[config.mk]
export PLATFORM = sky130hd
export DESIGN_NAME = pc_chain
export DESIGN_NICKNAME = d
export VERILOG_FILES = /design/src/rtl/pc_chain_pkg.sv /design/src/rtl/pc_slice_ctrl.sv /design/src/rtl/pc_slice_dp.sv /design/src/rtl/pc_slice.sv /design/src/rtl/pc_chain.sv
export SDC_FILE = /design/constraint.sdc
export NUM_CORES = 1
export LEC_CHECK = 0
export ABC_AREA = 1
export ABC_CLOCK_PERIOD_IN_PS = 3800
export BUFFER_PORTS_ARGS = -buffer_cell sky130_fd_sc_hd__clkbuf_2
export CAP_MARGIN = 10
export CORE_MARGIN = 2
export CORE_UTILIZATION = 59
export CTS_BUF_LIST = sky130_fd_sc_hd__clkbuf_8
export CTS_CLUSTER_SIZE = 10
export DETAILED_ROUTE_END_ITERATION = 10
export GPL_ROUTABILITY_DRIVEN = 0
export HOLD_SLACK_MARGIN = 0.1
export PLACE_DENSITY = 0.95
export SLEW_MARGIN = 10
export SYNTH_ARGS = -nofsm -noshare
export SYNTH_HDL_FRONTEND = slang
export SYNTH_SLANG_ARGS = --single-unit
[constraint.sdc]
create_clock -name clk -period 3.8 [get_ports clk]
set_clock_uncertainty 0.1 [all_clocks]
set_input_delay 0.76 -clock clk [delete_from_list [all_inputs] [get_ports clk]]
set_output_delay 0.76 -clock clk [all_outputs]
set_load 0.01 [all_outputs]
[src/rtl/pc_chain_pkg.sv]
package pc_chain_pkg;

  // One-hot-or-idle command from the control decoder to a slice datapath.
  typedef struct packed {
    logic clear;
    logic load;
    logic step;
  } sliceCmd_t;

endpackage

[src/rtl/pc_slice_ctrl.sv]
module pc_slice_ctrl
  import pc_chain_pkg::*;
(
  input  logic      rstN,
  input  logic      loadN,
  input  logic      cntEnN,
  output sliceCmd_t cmd
);

  // Fixed priority: clear over load over step.
  always_comb begin
    cmd       = '0;
    cmd.clear = ~rstN;
    cmd.load  = rstN & ~loadN;
    cmd.step  = rstN & loadN & ~cntEnN;
  end

endmodule

[src/rtl/pc_slice_dp.sv]
module pc_slice_dp
  import pc_chain_pkg::*;
#(
  parameter int SLICE_W = 8
) (
  input  logic               clk,
  input  sliceCmd_t          cmd,
  input  logic [SLICE_W-1:0] dataIn,
  output logic [SLICE_W-1:0] sliceVal,
  output logic               carryN
);

  logic [SLICE_W:0]   onesBelow;
  logic [SLICE_W-1:0] incVal;

  assign onesBelow[0] = 1'b1;

  // Bit i toggles only when every lower bit is one.
  for (genvar i = 0; i < SLICE_W; i++) begin : g_toggle
    assign onesBelow[i+1] = onesBelow[i] & sliceVal[i];
    assign incVal[i]      = sliceVal[i] ^ onesBelow[i];
  end

  // Carry only from a slice that is really stepping.
  assign carryN = ~(cmd.step & onesBelow[SLICE_W]);

  always_ff @(posedge clk) begin
    if (cmd.clear)     sliceVal <= '0;
    else if (cmd.load) sliceVal <= dataIn;
    else if (cmd.step) sliceVal <= incVal;
  end

endmodule

[src/rtl/pc_slice.sv]
module pc_slice
  import pc_chain_pkg::*;
#(
  parameter int SLICE_W = 8
) (
  input  logic               clk,
  input  logic               rstN,
  input  logic               loadN,
  input  logic               cntEnN,
  input  logic [SLICE_W-1:0] dataIn,
  output logic [SLICE_W-1:0] sliceVal,
  output logic               carryN
);

  sliceCmd_t cmd;

  pc_slice_ctrl u_ctrl (
    .rstN   (rstN),
    .loadN  (loadN),
    .cntEnN (cntEnN),
    .cmd    (cmd)
  );

  pc_slice_dp #(.SLICE_W(SLICE_W)) u_dp (
    .clk      (clk),
    .cmd      (cmd),
    .dataIn   (dataIn),
    .sliceVal (sliceVal),
    .carryN   (carryN)
  );

endmodule

[src/rtl/pc_chain.sv]
module pc_chain #(
  parameter int SLICE_W    = 8,
  parameter int NUM_SLICES = 3,
  localparam int ADDR_W    = SLICE_W * NUM_SLICES
) (
  input  logic                  clk,
  input  logic                  rstN,
  input  logic [NUM_SLICES-1:0] loadN,
  input  logic                  cntEnN,
  input  logic [SLICE_W-1:0]    dataIn,
  output logic [ADDR_W-1:0]     addr,
  output logic                  wrapN
);

  // enChainN[k] is the count enable of slice k; enChainN[k+1] its carry out.
  logic [NUM_SLICES:0] enChainN;

  assign enChainN[0] = cntEnN;

  for (genvar k = 0; k < NUM_SLICES; k++) begin : g_slice
    pc_slice #(.SLICE_W(SLICE_W)) u_slice (
      .clk      (clk),
      .rstN     (rstN),
      .loadN    (loadN[k]),
      .cntEnN   (enChainN[k]),
      .dataIn   (dataIn),
      .sliceVal (addr[k*SLICE_W +: SLICE_W]),
      .carryN   (enChainN[k+1])
    );
  end

  assign wrapN = enChainN[NUM_SLICES];

endmodule

==> results.txt <==
Yosys top cell area share -> 30.12%
Reg2reg start -> g_slice[0].u_slice.u_dp.sliceVal[0]
Post-place setup slack -> 980.8 ps
Initial Util -> 63.24%
Cts hold-fix bufs -> 0
Leakage power -> 1.105 nW
Reg-to-reg critical path endpoint -> g_slice[1].u_slice.u_dp.sliceVal[7]
Final setup fails -> 0
Drt pass-1 iters -> 4
Top Registers -> g_slice.u_slice.u_dp.sliceVal: 24 flops
Top FF cell, synth -> dfxtp_1
Total Wirelength -> 3.787 mm
Fin util -> 71.28%
Worst EP required -> 2940 ps
Via count -> 1602
Worst vdd ir -> 0.2389 mV
Max-Cap Viols -> 0
CP endpoint kind -> output pin
Initial antenna violation count -> 0
Crit path DAT -> 2270 ps
R2r worst-path depth -> 13
R2r setup slk -> 1110 ps
Hold path endpoint -> g_slice[0].u_slice.u_dp.sliceVal[0]
Ant diodes -> 0
Largest net degree at the start of global routing -> 32
Clock sinks -> 24
Ys async rst share -> 0%
DP HPWL -> 2.684 mm
CP startpoint kind -> flop
H-Tree Level Count -> 1
Most frequent cell after synthesis -> nand2_1
Post-CTS Setup Bufs -> 0
Final worst slack -> 669.0 ps
Syn Nets -> 278
Die ar. -> 0.003136 mm²
Met1 usage -> 29.90%
1st-iter DRT viols -> 48
Largest area contributor in the netlist -> dfxtp_1
Core area -> 0.002522 mm²
Net count, final -> 312
Hold Path Cell Cnt -> 2
DR vias/cell -> 5.252
CTS Buf Count -> 3
RSZ-0062 raised after global routing -> no
Run status -> finished, final reports clean
Final Hold Viols -> 0
CTS resizes -> 0
Crit Path Category -> flop to output pin
Count of cell types in the netlist -> 17
Global-route wire length before repair -> 6.334 mm
Port bufs -> 38
Met3 Resource Use GR -> 4.884%
Vias in the first global route -> 1431
Avg Cell Area, Syn -> 6.565 µm²
CTS tree -> built
Fraction of layout cells with a size suffix above 1 -> 16.73%
Sequential-to-total area share from yosys stat -> 30.12%
Fmax -> 319.4 MHz
Rel. slew slack -> 46.96%
PwrDens -> 319.2 mW/mm²
#FFs+latches synth -> 24
Synthesized area -> 0.001595 mm²
Finished Layout Cells -> 305
Reg clk slew, reported paths -> 80 ps
Critical path peak fanout -> 4
Slew Limit Fails -> 0
Setup_tns -> 0 ps
GR peak layer -> met2
Number of flip-flops in the largest register -> 24
Die Ht -> 56 µm
Yosys warning count -> 0
Worst hold start -> g_slice[0].u_slice.u_dp.sliceVal[0]
Routed len/inst -> 12.42 µm
ANT nets after route -> 0
Root Buffer -> clkbuf_8
Final worst path period need -> 3131 ps
Layout area overhead -> 12.71%
Layout fillers -> 221
Top reg by flops -> g_slice.u_slice.u_dp.sliceVal
Synth top cells by count -> nand2_1 (53), inv_1 (40), nor2_1 (40)
Syn Inst Count -> 243
Grt ovf -> 0
Pin slew with the least headroom to its limit -> 793.7 ps
Period utilization -> 82.40%
Total GRT Usage -> 25.75%
Met2 GRT Util -> 44.03%
HP Class -> flop to flop
Number of synthesized flops with an enable pin -> 0
Top-Level Pins -> 39
Final instance area -> 0.001798 mm²
Post-Place Cells -> 302
Std cell rows -> 18
DRC errors left -> 0
Area after DPL -> 0.001757 mm²
Worst-Skew Late Latency -> 270 ps
Die Width -> 56 µm
Clock Path Buffers -> 2
Top post-synthesis cells by area -> dfxtp_1 (30%), ha_1 (16%), nand2_1 (12%), o21ai_0 (9.7%), inv_1 (9.4%)
-- where the power goes --
group / internal [W] / total (W) / switching [W]
sequential: 0.000270 / 0.000287 / 0.0000166
clock: 0.0000711 / 0.000154 / 0.0000826
combinational: 0.0000508 / 0.000133 / 0.0000822
-- layer usage --
| layer | part of all wire, % | vias up |
|---|---|---|
| met5 | 0 | - |
| met4 | 4.5 | 0 |
| met1 | 43 | 700 |
| li1 | - | 822 |
| met3 | 6.3 | 17 |
| met2 | 46 | 63 |
-- cell type report --
type                    instances  area (µm²)  area share [%]
flip-flops and latches         24       480.5           26.72
clock buffers                   3       41.29           2.296
multi-input cells             169       894.6           49.76
well taps                      30       37.54           2.088
inverters                      41       153.9           8.560
repair buffers                 38       190.2           10.58
-- critical path, stage by stage, from the launching register on --
cell,delay (ps)
dfxtp_1,350
ha_1,200
ha_1,180
ha_1,180
ha_1,180
ha_1,180
ha_1,180
ha_1,190
nand3_1,100
nor2_2,60
nand3_1,80
clkbuf_2,130
-- worst max path at each step --
stage                                                    from  endpoint  slack, ps  cells after the start
after floorplan           g_slice[0].u_slice.u_dp.sliceVal[0]     wrapN       1120                     10
after global placement    g_slice[0].u_slice.u_dp.sliceVal[0]     wrapN       1020                     11
after detailed placement  g_slice[0].u_slice.u_dp.sliceVal[0]     wrapN        980                     11
after CTS                 g_slice[0].u_slice.u_dp.sliceVal[0]     wrapN        670                     11
after global routing      g_slice[0].u_slice.u_dp.sliceVal[0]     wrapN        550                     11
final                     g_slice[0].u_slice.u_dp.sliceVal[0]     wrapN        670                     11
-- stage by stage --
| stage | hold WS (ps) | total power, W |
|---|---|---|
| after floorplan | 416.5 | 0.0003803 |
| after global placement | 388.1 | 0.0004161 |
| after detailed placement | 401.7 | 0.0004226 |
| after CTS | 423.9 | 0.0005723 |
| after global routing | 453.5 | 0.0006045 |
| final | 431.5 | 0.0005738 |
-- cells by family (layout without fill, tap and decap cells) --
family / count (synthesis) / count (layout) / share of synthesized area [%]
buf+inv: 50 / 82 / 13.80
fa+ha+maj: 21 / 21 / 16.47
simple gates: 107 / 107 / 26.59
flops: 24 / 24 / 30.12
compound gates: 41 / 41 / 13.02
-- layout by cell type (no fill, tap or decap), drive strengths merged --
cell    count
dfxtp      24
nand3      10
o21ai      31
nand2      55
o211ai      1
inv        41
clkbuf     41
a21oi       9
ha         21
nor2       42
No activity file was read; power rests on OpenSTA's default activity.
